### src/rtl/mrs_seq_pkg.sv
package mrs_seq_pkg;

    localparam int NUM_MR        = 4;
    localparam int MR_IDX_W      = 2;
    localparam int DLL_RESET_BIT = 8;

    localparam int GATE_MRD = 0;
    localparam int GATE_MOD = 1;
    localparam int GATE_PDE = 2;
    localparam int NUM_GATE = 3;

    typedef enum logic [2:0] {
        CODE_MRS = 3'b000,
        CODE_REF = 3'b001,
        CODE_PRE = 3'b010,
        CODE_ACT = 3'b011,
        CODE_WR  = 3'b100,
        CODE_RD  = 3'b101,
        CODE_ZQ  = 3'b110,
        CODE_NOP = 3'b111
    } cmd_code_e;

    function automatic logic [15:0] mr_default(input logic [MR_IDX_W-1:0] idx);
        case (idx)
            2'd0:    return 16'h0420;
            2'd1:    return 16'h0044;
            2'd2:    return 16'h0008;
            default: return 16'h0000;
        endcase
    endfunction

    // deselect or no-op may pass while the post-write window is open
    function automatic logic passes_window(input logic cs_n, input logic [2:0] code);
        return cs_n || (code == CODE_NOP);
    endfunction

    // counter load value per gate; the gap windows account for the output register
    function automatic int unsigned gate_load(input int g, input int unsigned mrd,
                                              input int unsigned mod, input int unsigned pde);
        case (g)
            GATE_MRD: return mrd - 2;
            GATE_MOD: return mod - 2;
            default:  return pde - 1;
        endcase
    endfunction

endpackage

### src/rtl/mrs_delay_ctr.sv
module mrs_delay_ctr #(
    parameter int unsigned LOAD_VAL = 2
) (
    input  logic clk,
    input  logic rst_n,
    input  logic start,
    output logic busy
);
    localparam int unsigned CW = (LOAD_VAL < 2) ? 1 : $clog2(LOAD_VAL + 1);

    logic [CW-1:0] cnt_q;

    always_ff @(posedge clk) begin
        if (!rst_n)
            cnt_q <= '0;
        else if (start)
            cnt_q <= CW'(LOAD_VAL);
        else if (cnt_q != '0)
            cnt_q <= cnt_q - 1'b1;
    end

    assign busy = (cnt_q != '0);
endmodule

### src/rtl/mrs_shadow_bank.sv
module mrs_shadow_bank
    import mrs_seq_pkg::*;
#(
    parameter int ADDR_W = 14
) (
    input  logic                clk,
    input  logic                rst_n,
    input  logic                wr_en,
    input  logic [MR_IDX_W-1:0] sel,
    input  logic [ADDR_W-1:0]   mask,
    input  logic [ADDR_W-1:0]   data,
    input  logic                dll_clr,
    output logic [ADDR_W-1:0]   merged
);
    localparam logic [ADDR_W-1:0] DLL_MASK = ADDR_W'(1) << DLL_RESET_BIT;

    logic [ADDR_W-1:0] mr_rd [NUM_MR];

    for (genvar g = 0; g < NUM_MR; g++) begin : g_mr
        logic [ADDR_W-1:0] val_q;
        always_ff @(posedge clk) begin
            if (!rst_n)
                val_q <= ADDR_W'(mr_default(MR_IDX_W'(g)));
            else if (wr_en && (sel == MR_IDX_W'(g)))
                val_q <= merged;
            else if (dll_clr && (g == 0))
                val_q <= val_q & ~DLL_MASK;
        end
        assign mr_rd[g] = val_q;
    end

    assign merged = (mr_rd[sel] & ~mask) | (data & mask);
endmodule

### src/rtl/mrs_hold_slot.sv
module mrs_hold_slot
    import mrs_seq_pkg::*;
#(
    parameter int ADDR_W = 14
) (
    input  logic                clk,
    input  logic                rst_n,
    input  logic                in_valid,
    input  logic [MR_IDX_W-1:0] in_idx,
    input  logic [ADDR_W-1:0]   in_mask,
    input  logic [ADDR_W-1:0]   in_data,
    output logic                in_ready,
    input  logic                take,
    output logic                out_valid,
    output logic [MR_IDX_W-1:0] out_idx,
    output logic [ADDR_W-1:0]   out_mask,
    output logic [ADDR_W-1:0]   out_data
);
    typedef struct packed {
        logic                valid;
        logic [MR_IDX_W-1:0] idx;
        logic [ADDR_W-1:0]   mask;
        logic [ADDR_W-1:0]   data;
    } slot_t;

    slot_t slot_q;

    always_ff @(posedge clk) begin
        if (!rst_n)
            slot_q <= '0;
        else if (in_valid && in_ready)
            slot_q <= '{valid: 1'b1, idx: in_idx, mask: in_mask, data: in_data};
        else if (take)
            slot_q.valid <= 1'b0;
    end

    assign in_ready  = !slot_q.valid;
    assign out_valid = slot_q.valid;
    assign out_idx   = slot_q.idx;
    assign out_mask  = slot_q.mask;
    assign out_data  = slot_q.data;
endmodule

### src/rtl/mrs_seq.sv
module mrs_seq
    import mrs_seq_pkg::*;
#(
    parameter int          ADDR_W = 14,
    parameter int          BANK_W = 3,
    parameter int unsigned T_MRD  = 4,
    parameter int unsigned T_MOD  = 12,
    parameter int unsigned T_PDE  = 12
) (
    input  logic                clk,
    input  logic                rst_n,
    input  logic                req_valid,
    input  logic [1:0]          req_idx,
    input  logic [ADDR_W-1:0]   req_mask,
    input  logic [ADDR_W-1:0]   req_data,
    output logic                req_ready,
    input  logic                oth_valid,
    input  logic                oth_cs_n,
    input  logic [2:0]          oth_cmd,
    input  logic [BANK_W-1:0]   oth_ba,
    input  logic [ADDR_W-1:0]   oth_addr,
    output logic                oth_ready,
    input  logic                banks_idle,
    input  logic                pd_req,
    input  logic                cmd_accept,
    output logic                cmd_valid,
    output logic                cmd_cs_n,
    output logic                cmd_ras_n,
    output logic                cmd_cas_n,
    output logic                cmd_we_n,
    output logic [BANK_W-1:0]   cmd_ba,
    output logic [ADDR_W-1:0]   cmd_addr,
    output logic                cke,
    output logic                ready
);
    typedef struct packed {
        logic              valid;
        logic              cs_n;
        logic [2:0]        code;
        logic [BANK_W-1:0] ba;
        logic [ADDR_W-1:0] addr;
    } bus_cmd_t;

    bus_cmd_t cmd_q;

    logic                p_valid;
    logic [MR_IDX_W-1:0] p_idx;
    logic [ADDR_W-1:0]   p_mask;
    logic [ADDR_W-1:0]   p_data;
    logic [ADDR_W-1:0]   merged;
    logic [NUM_GATE-1:0] busy;

    logic slot_free, cmd_is_mrs, mrs_fire, mrs_go, oth_go;

    assign slot_free  = !cmd_q.valid || cmd_accept;
    assign cmd_is_mrs = cmd_q.valid && !cmd_q.cs_n && (cmd_q.code == CODE_MRS);
    assign mrs_fire   = cmd_is_mrs && cmd_accept;
    assign mrs_go     = slot_free && p_valid && banks_idle && !busy[GATE_MRD] && !mrs_fire;
    assign oth_go     = slot_free && !mrs_go && oth_valid &&
                        (passes_window(oth_cs_n, oth_cmd) || (!busy[GATE_MOD] && !mrs_fire));

    mrs_hold_slot #(.ADDR_W(ADDR_W)) u_slot (
        .clk      (clk),
        .rst_n    (rst_n),
        .in_valid (req_valid),
        .in_idx   (req_idx),
        .in_mask  (req_mask),
        .in_data  (req_data),
        .in_ready (req_ready),
        .take     (mrs_go),
        .out_valid(p_valid),
        .out_idx  (p_idx),
        .out_mask (p_mask),
        .out_data (p_data)
    );

    mrs_shadow_bank #(.ADDR_W(ADDR_W)) u_shadow (
        .clk    (clk),
        .rst_n  (rst_n),
        .wr_en  (mrs_go),
        .sel    (p_idx),
        .mask   (p_mask),
        .data   (p_data),
        .dll_clr(mrs_fire && (cmd_q.ba[MR_IDX_W-1:0] == '0)),
        .merged (merged)
    );

    for (genvar g = 0; g < NUM_GATE; g++) begin : g_gate
        mrs_delay_ctr #(.LOAD_VAL(gate_load(g, T_MRD, T_MOD, T_PDE))) u_ctr (
            .clk  (clk),
            .rst_n(rst_n),
            .start(mrs_fire),
            .busy (busy[g])
        );
    end

    always_ff @(posedge clk) begin
        if (!rst_n)
            cmd_q <= '0;
        else if (mrs_go)
            cmd_q <= '{valid: 1'b1, cs_n: 1'b0, code: CODE_MRS,
                       ba: BANK_W'(p_idx), addr: merged};
        else if (oth_go)
            cmd_q <= '{valid: 1'b1, cs_n: oth_cs_n, code: oth_cmd,
                       ba: oth_ba, addr: oth_addr};
        else if (cmd_accept)
            cmd_q.valid <= 1'b0;
    end

    assign oth_ready = oth_go;
    assign cmd_valid = cmd_q.valid;
    assign cmd_cs_n  = cmd_q.cs_n;
    assign cmd_ras_n = cmd_q.code[2];
    assign cmd_cas_n = cmd_q.code[1];
    assign cmd_we_n  = cmd_q.code[0];
    assign cmd_ba    = cmd_q.ba;
    assign cmd_addr  = cmd_q.addr;
    assign cke       = !(pd_req && !busy[GATE_PDE] && !cmd_is_mrs);
    assign ready     = banks_idle && !(|busy);
endmodule

### config.mk
export PLATFORM = sky130hd
export DESIGN_NAME = mrs_seq
export DESIGN_NICKNAME = d
export VERILOG_FILES = /design/src/rtl/mrs_seq_pkg.sv /design/src/rtl/mrs_delay_ctr.sv /design/src/rtl/mrs_shadow_bank.sv /design/src/rtl/mrs_hold_slot.sv /design/src/rtl/mrs_seq.sv
export SDC_FILE = /design/constraint.sdc
export NUM_CORES = 1
export LEC_CHECK = 0
export CORE_ASPECT_RATIO = 1.2
export CORE_MARGIN = 2
export CORE_UTILIZATION = 40
export CTS_BUF_LIST = sky130_fd_sc_hd__clkbuf_4
export DETAILED_ROUTE_END_ITERATION = 10
export SKIP_CTS_REPAIR_TIMING = 1
export SLEW_MARGIN = 10
export SYNTH_ARGS = -nofsm -noshare
export SYNTH_HDL_FRONTEND = slang
export SYNTH_HIERARCHICAL = 1
export SYNTH_SLANG_ARGS = --single-unit
### constraint.sdc
create_clock -name clk -period 3.5 [get_ports clk]
set_clock_uncertainty 0.1 [all_clocks]
set_input_delay 0.525 -clock clk [delete_from_list [all_inputs] [get_ports clk]]
set_output_delay 0.525 -clock clk [all_outputs]
set_load 0.02 [all_outputs]
==> out/qor.csv, run 1 <==
stage,metric,value,unit
outcome,status,completed,
sta,Tcrit/Tclk final,87.61,%
pwr,maximum vdd drop,179.7,uV
sta,RSZ-0062 raised after global routing,no,
detailed_routing,Routed Wire Length,12960,um
synth,synthesized flop and latch total,119,
global_route,GRT Overall Usage,17.90,%
pwr,Leakage Power,2.455,nW
die,Top Ports,84,
clock_tree,H-tree level count,4,
detailed_routing,DRT Pass-1 Iters,5,
critical_path,Worst EP required,2.87,ns
synth,"count leader, synth",dfxtp_1,
clock_tree,CTS tree,built,
critical_path,Crit Path Category,reg -> out,
critical_path,crit-path max FO,13,
clock_tree,Clock Sink Count,119,
die,Die ar.,14620,um^2
placed_design,PortBufs,83,
finish,final core occ,49.48,%
sta,fin. max-slew vios,0,
global_route,number of antenna violations at the first check in global routing,1,
critical_path,WP data arrival,2.44,ns
sta,Setup TNS Final,0,ns
synth,Syn Inst Count,609,
detailed_routing,# DRC,0,
synth,Syn Area/Cell,8.974,um^2
critical_path,crit path capture type,output pin,
synth,Post-synth top cells,"dfxtp_1, nand2_1, mux2i_1",
sta,Final min period,3.066,ns
detailed_routing,initial drt markers,261,
die,initial core utilization,41.11,%
sta,Slew headroom,42.46,%
global_route,pin count of the biggest net entering global routing,113,
synth,Mapped Nets,667,
pwr,PD cells,435.1,nW/um^2
synth,Synth area leader,dfxtp_1,
critical_path,CP Launch Type,flop,
sta,final hold slack,0.2880,ns
synth,Post-synth EDFFs,0,
die,FP Rows,46,
sta,Final Hold Fails,0,
global_route,Overflow after GRT,0,
synth,Synth top area share,43.59,%
global_route,first-pass GRT wire length,21440,um
sta,Finish-stage setup viols,0,
clock_tree,CTS Buf Count,17,
detailed_routing,wire per inst,15.06,um
min_path,hold crit path type,in -> reg,
detailed_routing,"antenna viol nets, final",0,
sta,Worst-Margin Slew,0.8632,ns
global_route,vias in the first global route,4312,
synth,sequential fraction of the synthesis area,43.59,%
synth,Async SR Flop Fraction,0,%
finish,Final #Nets,737,
placed_design,DP Area,6316,um^2
clock_tree,root buf cell,clkbuf_4,
placed_design,Post-DP HPWL,8961,um
clock_tree,clock latency on the worst-skew pair,0.51,ns
finish,Layout area overhead,20.38,%
die,Die Y,132.0,um
placed_design,GP Congestion,0.7906,
synth,yosys warns,6,
finish,design area,6579,um^2
synth,Area contributors post-synth,"dfxtp_1, mux2i_1, nand2_1",
synth,ys flop type,dfxtp_1,
detailed_routing,Via-to-Cell Ratio,5.276,
die,Die Width,110.7,um
clock_tree,clock slew at reported path FFs,0.10,ns
detailed_routing,Via Count,4543,
flow_run,max_cap viols,0,
clock_tree,Clock Path Buffers,2,
synth,Netlist cell types,53,
die,core area,13300,um^2
sta,f_max,326.1,MHz
finish,share of layout cells above drive strength 1,8.960,%
synth,Netlist Area Pre-Place,5465,um^2
==> registers in the layout (all words and copies together), names as in the netlist <==
name and count:
u_slot/out_idx 2, cmd_cas_n 1, cmd_cs_n 1, u_shadow/g_mr.val_q 56, g_gate.u_ctr/cnt_q 10, u_slot/out_mask 14
cmd_we_n 1, cmd_addr 14, cmd_ba 3, u_slot/out_valid 1, cmd_valid 1, u_slot/out_data 14
cmd_ras_n 1
==> worst paths after layout <==
path / slack [ns] / start / cells past startpoint / end
min: 0.29 / rst_n / 2 / u_shadow/g_mr[1].val_q[2]
max: 0.43 / g_gate[0].u_ctr/cnt_q[0] / 5 / oth_ready
max reg2reg: 0.76 / g_gate[0].u_ctr/cnt_q[0] / 6 / u_shadow/g_mr[0].val_q[0]
min reg2reg: 0.36 / u_slot/out_data[5] / 2 / u_slot/out_data[5]
==> area by class of cell <==
cell class / instances / area [um^2]
clock inverter: 12 / 110.1
inverter: 4 / 15.01
timing repair buffer: 93 / 928.4
tap: 168 / 210.2
antenna: 1 / 2.502
sequential: 119 / 2382
multi-input combinational: 444 / 2780
clock buffer: 20 / 150.1
fill: 1288 / 6716
==> metrics by stage <==
step	power, mW	cells	worst slack (ns)
2_1_floorplan	1.801	609	1.271
3_3_place_gp	1.966	828	0.4298
3_5_place_dp	1.979	828	0.3814
4_1_cts	2.903	860	0.3905
5_1_grt	3.006	861	0.2817
6_report	2.862	861	0.4337
==> layout by cell type (no fill, tap or decap), drive strengths merged, types with 32 or more instances in the layout <==
cell type | Yosys | layout
a21oi | 32 | 32
nor2 | 35 | 35
nand2 | 90 | 90
dfxtp | 119 | 119
clkdlybuf4s50 | 0 | 82
o21ai | 63 | 63
mux2i | 59 | 59
==> metal layers <==
layer / global-route usage, % / vias up / wire length [um]
li1: - / 2302 / -
met2: 28.15 / 135 / 5786
met4: 5.000 / 0 / 102
met5: 0 / - / 0
met1: 24.39 / 2100 / 6420
met3: 4.690 / 6 / 653
==> cells by family (layout without fill, tap and decap cells) <==
| logic type | Yosys count | after routing | share of synthesized area, % |
|---|---|---|---|
| other cells | 0 | 1 | 0 |
| compound gates | 159 | 159 | 18.27 |
| mux | 70 | 70 | 13.07 |
| buf+inv | 46 | 129 | 5.632 |
| simple gates | 215 | 215 | 19.44 |
| flops | 119 | 119 | 43.59 |
==> worst max-delay path: stages, from the launching register on <==
cell,delay [ns]
dfxtp_1,0.33
or2_1,0.24
nand3b_1,0.21
a211oi_4,0.50
a211oi_4,0.08
clkdlybuf4s50_1,0.57
==> power breakdown <==
group          internal, mW  total (mW)  switching [mW]
combinational         0.231       0.474           0.243
clock                 0.433       0.919           0.486
sequential             1.41        1.47          0.0579
total                  2.07        2.86           0.787
(Power assumes the default switching activity.)
==> run 2, diff against run 1 <==
- CORE_UTILIZATION: 40 -> 51
- PLACE_DENSITY: default -> 0.76
==> out/qor.csv, run 2 (synthesis results as in run 1) <==
stage,metric,value,unit,change
outcome,status,completed,,
critical_path,"critical path, cell by cell","nor3_1, nand2b_1, a21o_2, a211oi_4, clkdlybuf4s50_1",,
finish,Final Non-Filler Cells,820,,-4.8%
detailed_routing,Routed Wire Length,12490,um,-3.6%
detailed_routing,# DRC,0,,unchanged
sta,Tcrit/Tclk final,84.78,%,-2.8 points
finish,Layout fillers,954,,-26%
min_path,Hold EP,u_shadow/g_mr[2].val_q[3],,
clock_tree,H-tree level count,4,,unchanged
placed_design,pre-CTS WS,0.5653,ns,+0.1839 ns
detailed_routing,Via Count,4599,,+1.2%
sta,Final min period,2.967,ns,-0.09887 ns
critical_path,Crit Path Category,reg -> out,,
global_route,Global Route met1 Usage,29.62,%,+5.2 points
clock_tree,Clock Path Buffers,2,,unchanged
sta,Setup TNS Final,0,ns,unchanged
die,Top Ports,84,,unchanged
pwr,Leakage Power,2.426,nW,-1.2%
sta,Final Hold Fails,0,,unchanged
detailed_routing,"antenna viol nets, final",0,,unchanged
finish,Largest Register,u_shadow/g_mr.val_q,,
finish,Largest register FFs,56,,unchanged
global_route,GRT Overall Usage,21.82,%,+3.9 points
pwr,PD cells,424.9,nW/um^2,-2.3%
critical_path,CP Launch Type,flop,,
sta,Slew headroom,42.75,%,+0.30 points
critical_path,WP data arrival,2.34,ns,-0.10 ns
critical_path,Worst EP required,2.87,ns,about the same
placed_design,GP Congestion,0.8000,,+1.2%
finish,Final #Nets,737,,unchanged
critical_path,crit-path max cell delay,0.63,ns,+0.06 ns
finish,design area,6469,um^2,-1.7%
die,Die Y,117.4,um,-11%
critical_path,slowest CP cell,clkdlybuf4s50_1,,
min_path,Hold Path Stages,2,,unchanged
finish,multi-input logic area,2780,um^2,unchanged
sta,Finish-stage setup viols,0,,unchanged
die,Die ar.,11560,um^2,-21%
die,initial core utilization,52.22,%,+11 points
global_route,pin count of the biggest net entering global routing,56,,-50%
placed_design,Post-DP HPWL,8566,um,-4.4%
finish,register area,2382,um^2,unchanged
clock_tree,clock slew at reported path FFs,0.10,ns,about the same
critical_path,R2R setup slack,0.96,ns,+0.20 ns
placed_design,Placed Instances,789,,-4.7%
global_route,global-route met3 utilization,4.946,%,+0.26 points
die,Die Width,98.50,um,-11%
finish,final core occ,61.81,%,+12 points
critical_path,crit path capture type,output pin,,
critical_path,crit-path max FO,5,,-8
sta,Worst-Margin Slew,0.8587,ns,-0.004477 ns
global_route,first-pass GRT wire length,20760,um,-3.2%
placed_design,PortBufs,83,,unchanged
min_path,Worst Min Path Start,rst_n,,
sta,f_max,337.0,MHz,+3.3%
finish,most frequent cells in the layout,"dfxtp_1, nand2_1, clkdlybuf4s50_1",,
global_route,Overflow after GRT,0,,unchanged
critical_path,Worst R2R End,u_shadow/g_mr[2].val_q[4],,
critical_path,R2R cell count,7,,+1
global_route,met2 Resource Use GR,34.27,%,+6.1 points
detailed_routing,wire per inst,15.23,um,+1.2%
finish,Layout area overhead,18.36,%,
min_path,hold crit path type,in -> reg,,
clock_tree,root buf cell,clkbuf_4,,
placed_design,DP Area,6242,um^2,-1.2%
global_route,busiest grt layer,met2,,
detailed_routing,initial drt markers,239,,-8.4%
clock_tree,CTS Buf Count,17,,unchanged
sta,fin. max-slew vios,0,,unchanged
pwr,maximum vdd drop,202.3,uV,+13%
detailed_routing,DRT Pass-1 Iters,5,,unchanged
global_route,vias in the first global route,4506,,+4.5%
detailed_routing,Via-to-Cell Ratio,5.609,,+6.3%
die,FP Rows,41,,-11%
critical_path,reg2reg start,g_gate[0].u_ctr/cnt_q[0],,
sta,RSZ-0062 raised after global routing,no,,
die,core area,10470,um^2,-21%
sta,PnR worst setup slack,0.5326,ns,+0.09887 ns
clock_tree,CTS tree,built,,
clock_tree,clock latency on the worst-skew pair,0.50,ns,about the same
clock_tree,Clock Sink Count,119,,unchanged
flow_run,max_cap viols,0,,unchanged
finish,"most common cell after layout, fill and taps aside",dfxtp_1,,
global_route,number of antenna violations at the first check in global routing,1,,unchanged
finish,share of layout cells above drive strength 1,8.841,%,-0.12 points
==> run 2: cell count changes in the layout (fill, tap and decap cells not counted) <==
cell and delta:
buf_4 +2, buf_12 -2, clkinv_1 -1, clkinvlp_4 +1
clkbuf_4 -2, clkinv_2 +1, bufinv_16 -1
==> run 2: critical path: cells and delay by family, from the launching register on <==
| kind | cells | cell delay (ns) |
|---|---|---|
| buffers and inverters | 1 | 0.63 |
| flip-flops | 1 | 0.36 |
| AO/OA/AOI/OAI | 2 | 0.44 |
| AND/OR/NAND/NOR | 2 | 0.42 |
==> run 2: worst max-delay path by stage <==
stage,cells after the start,start,slack [ns],to
6_report,5,g_gate[1].u_ctr/cnt_q[2],0.53,oth_ready
5_1_grt,5,g_gate[1].u_ctr/cnt_q[3],0.36,oth_ready
4_1_cts,5,g_gate[1].u_ctr/cnt_q[2],0.49,oth_ready
3_3_place_gp,6,cmd_accept,0.63,u_shadow/g_mr[0].val_q[4]
2_1_floorplan,7,cmd_accept,1.27,u_shadow/g_mr[0].val_q[11]
3_5_place_dp,7,cmd_accept,0.57,u_shadow/g_mr[2].val_q[1]
==> run 2: final cells by class <==
class                   count  share of cell area [%]
well taps                 129                   2.495
clock buffers              18                   2.089
repair buffers             93                   13.97
flip-flops and latches    119                   36.83
multi-input cells         444                   42.98
clock inverters            12                   1.373
diodes                      1                 0.03868
inverters                   4                  0.2321
==> run 2: per-stage QoR <==
step | hold WS, ns | total power, mW
after detailed placement | 0.3460 | 1.967
after floorplan | 0.3290 | 1.801
after CTS | 0.3074 | 2.780
after global routing | 0.3490 | 2.904
final | 0.3518 | 2.748
after global placement | 0.3399 | 1.953
==> run 2: power breakdown <==
part | switching, mW | internal, mW | leakage, nW
sequential | 0.0543 | 1.41 | 0.968
combinational | 0.245 | 0.227 | 1.34
clock | 0.473 | 0.337 | 0.122
==> run 2: routing by layer <==
layer	up-vias	wire length, um
met2	162	5720
met5	-	0
li1	2290	-
met4	0	127
met1	2138	5847
met3	9	793
==> run 3, diff against run 2 <==
- clock period: 3.5 -> 3 ns (I/O delays scaled with it)
==> out/qor.csv, run 3 (synthesis results as in run 1) <==
stage,metric,value,unit,change
outcome,status,completed,,
min_path,hold crit path type,reg -> reg,,
placed_design,GP Congestion,0.7682,,-4.0%
finish,Layout fillers,929,,-2.6%
pwr,switching share of power,27.33,%,-0.77 points
critical_path,Crit Path Category,reg -> out,,
clock_tree,CTS tree,built,,
die,initial core utilization,52.22,%,unchanged
global_route,GRT Overall Usage,22.16,%,+0.34 points
flow_run,max_cap viols,0,,unchanged
pwr,Comb pwr share,16.6,%,-0.6 points
global_route,Overflow after GRT,0,,unchanged
pwr,maximum vdd drop,216.1,uV,+6.8%
die,FP Rows,41,,unchanged
sta,RSZ-0062 raised after global routing,no,,
detailed_routing,Routed Wire Length,12580,um,+0.69%
pwr,clock share of power,32.3,%,+2.8 points
critical_path,Worst EP required,2.45,ns,-0.42 ns
placed_design,Placed Instances,793,,+0.51%
sta,Tcrit/Tclk final,91.81,%,
die,Die ar.,11560,um^2,unchanged
detailed_routing,Via-to-Cell Ratio,5.643,,+0.61%
die,Top Ports,84,,unchanged
clock_tree,CTS Buf Count,17,,unchanged
finish,Final Non-Filler Cells,826,,+0.73%
finish,Largest register FFs,56,,unchanged
clock_tree,clock latency on the worst-skew pair,0.51,ns,about the same
sta,Final min period,2.754,ns,
global_route,number of antenna violations at the first check in global routing,1,,unchanged
critical_path,crit path capture type,output pin,,
die,Die Width,98.50,um,unchanged
pwr,Leakage Power,2.486,nW,+2.5%
critical_path,CP Launch Type,flop,,
sta,Finish-stage setup viols,0,,unchanged
pwr,sw power,0.9152,mW,+19%
sta,Setup TNS Final,0,ns,unchanged
pwr,PD cells,510.9,nW/um^2,+20%
pwr,Power Total,3.349,mW,+22%
detailed_routing,"antenna viol nets, final",0,,unchanged
finish,Largest Register,u_shadow/g_mr.val_q,,
global_route,pin count of the biggest net entering global routing,61,,+8.9%
placed_design,Post-DP HPWL,8465,um,-1.2%
detailed_routing,wire per inst,15.23,um,about the same
clock_tree,Clock Path Buffers,2,,unchanged
detailed_routing,initial drt markers,299,,+25%
critical_path,WP data arrival,2.20,ns,-0.14 ns
sta,Final Hold Fails,0,,unchanged
detailed_routing,# DRC,0,,unchanged
pwr,P_int,2.434,mW,+23%
detailed_routing,DRT Pass-1 Iters,5,,unchanged
finish,Final #Nets,741,,+0.54%
sta,fin. max-slew vios,0,,unchanged
detailed_routing,Via Count,4661,,+1.3%
finish,register area,2382,um^2,unchanged
finish,share of layout cells above drive strength 1,9.626,%,+0.79 points
min_path,Hold Path Stages,2,,unchanged
critical_path,crit-path max FO,4,,-1
pwr,Flop pwr share,51.1,%,-2.2 points
die,Die Y,117.4,um,unchanged
finish,most frequent cells in the layout,"dfxtp_1, nand2_1, clkdlybuf4s50_1",,
die,core area,10470,um^2,unchanged
clock_tree,clock slew at reported path FFs,0.10,ns,about the same
finish,"most common cell after layout, fill and taps aside",dfxtp_1,,
global_route,vias in the first global route,4594,,+2.0%
clock_tree,root buf cell,clkbuf_4,,
global_route,first-pass GRT wire length,21130,um,+1.8%
clock_tree,Clock Sink Count,119,,unchanged
sta,Worst-Margin Slew,0.9114,ns,+0.05272 ns
placed_design,PortBufs,83,,unchanged
finish,Layout area overhead,19.94,%,
clock_tree,H-tree level count,4,,unchanged
sta,f_max,363.1,MHz,
critical_path,R2R cell count,8,,+1
finish,multi-input logic area,2780,um^2,unchanged
sta,Slew headroom,39.16,%,-3.6 points
[run 3: worst max-delay path, cell delays in order, from the launching register on]
cell and delay, ns:
dfxtp_1 0.35, nor3_1 0.24, nand2b_1 0.15, nor4b_1 0.29
clkdlybuf4s50_1 0.65
[run 3: worst paths after layout]
kind	from	to	slack [ns]
max	g_gate[1].u_ctr/cnt_q[3]	ready	0.25
min	u_slot/out_data[3]	u_slot/out_data[3]	0.36
max reg2reg	g_gate[0].u_ctr/cnt_q[0]	u_shadow/g_mr[0].val_q[4]	0.57
min reg2reg	u_slot/out_data[3]	u_slot/out_data[3]	0.36
[run 3: area by class of cell]
type | count | share of cell area (%)
multi-input cells | 444 | 42.41
clock inverters | 11 | 1.642
diodes | 1 | 0.03818
inverters | 4 | 0.2291
flip-flops and latches | 119 | 36.34
clock buffers | 21 | 2.405
well taps | 129 | 2.462
repair buffers | 97 | 14.47
[run 3: metrics by stage]
step | util, % | area, um^2 | hold slack, ns | setup WS, ns
after floorplan | - | 5465 | 0.3290 | 0.8106
after global placement | 60.06 | 6285 | 0.3402 | 0.3303
after detailed placement | 60.06 | 6285 | 0.3445 | 0.2944
after CTS | 62.59 | 6550 | 0.3366 | 0.04093
after global routing | 62.64 | 6555 | 0.3438 | 0.006777
final | 62.64 | 6555 | 0.3607 | 0.2458
[run 3: power by group through the flow]
stage	clock network, mW	logic, mW	registers [mW]
after global routing	1.19	0.607	1.72
after floorplan	0	0.339	1.76
after detailed placement	0	0.555	1.75
final	1.08	0.557	1.71
after global placement	0	0.540	1.74
after CTS	1.11	0.558	1.71
[run 3: per-layer routing]
| metal | vias up | GRT usage [%] | routed length (um) |
|---|---|---|---|
| met3 | 11 | 5.066 | 856 |
| li1 | 2310 | - | - |
| met2 | 176 | 34.61 | 5732 |
| met5 | - | 0 | 0 |
| met4 | 0 | 7.705 | 128 |
| met1 | 2164 | 30.17 | 5858 |
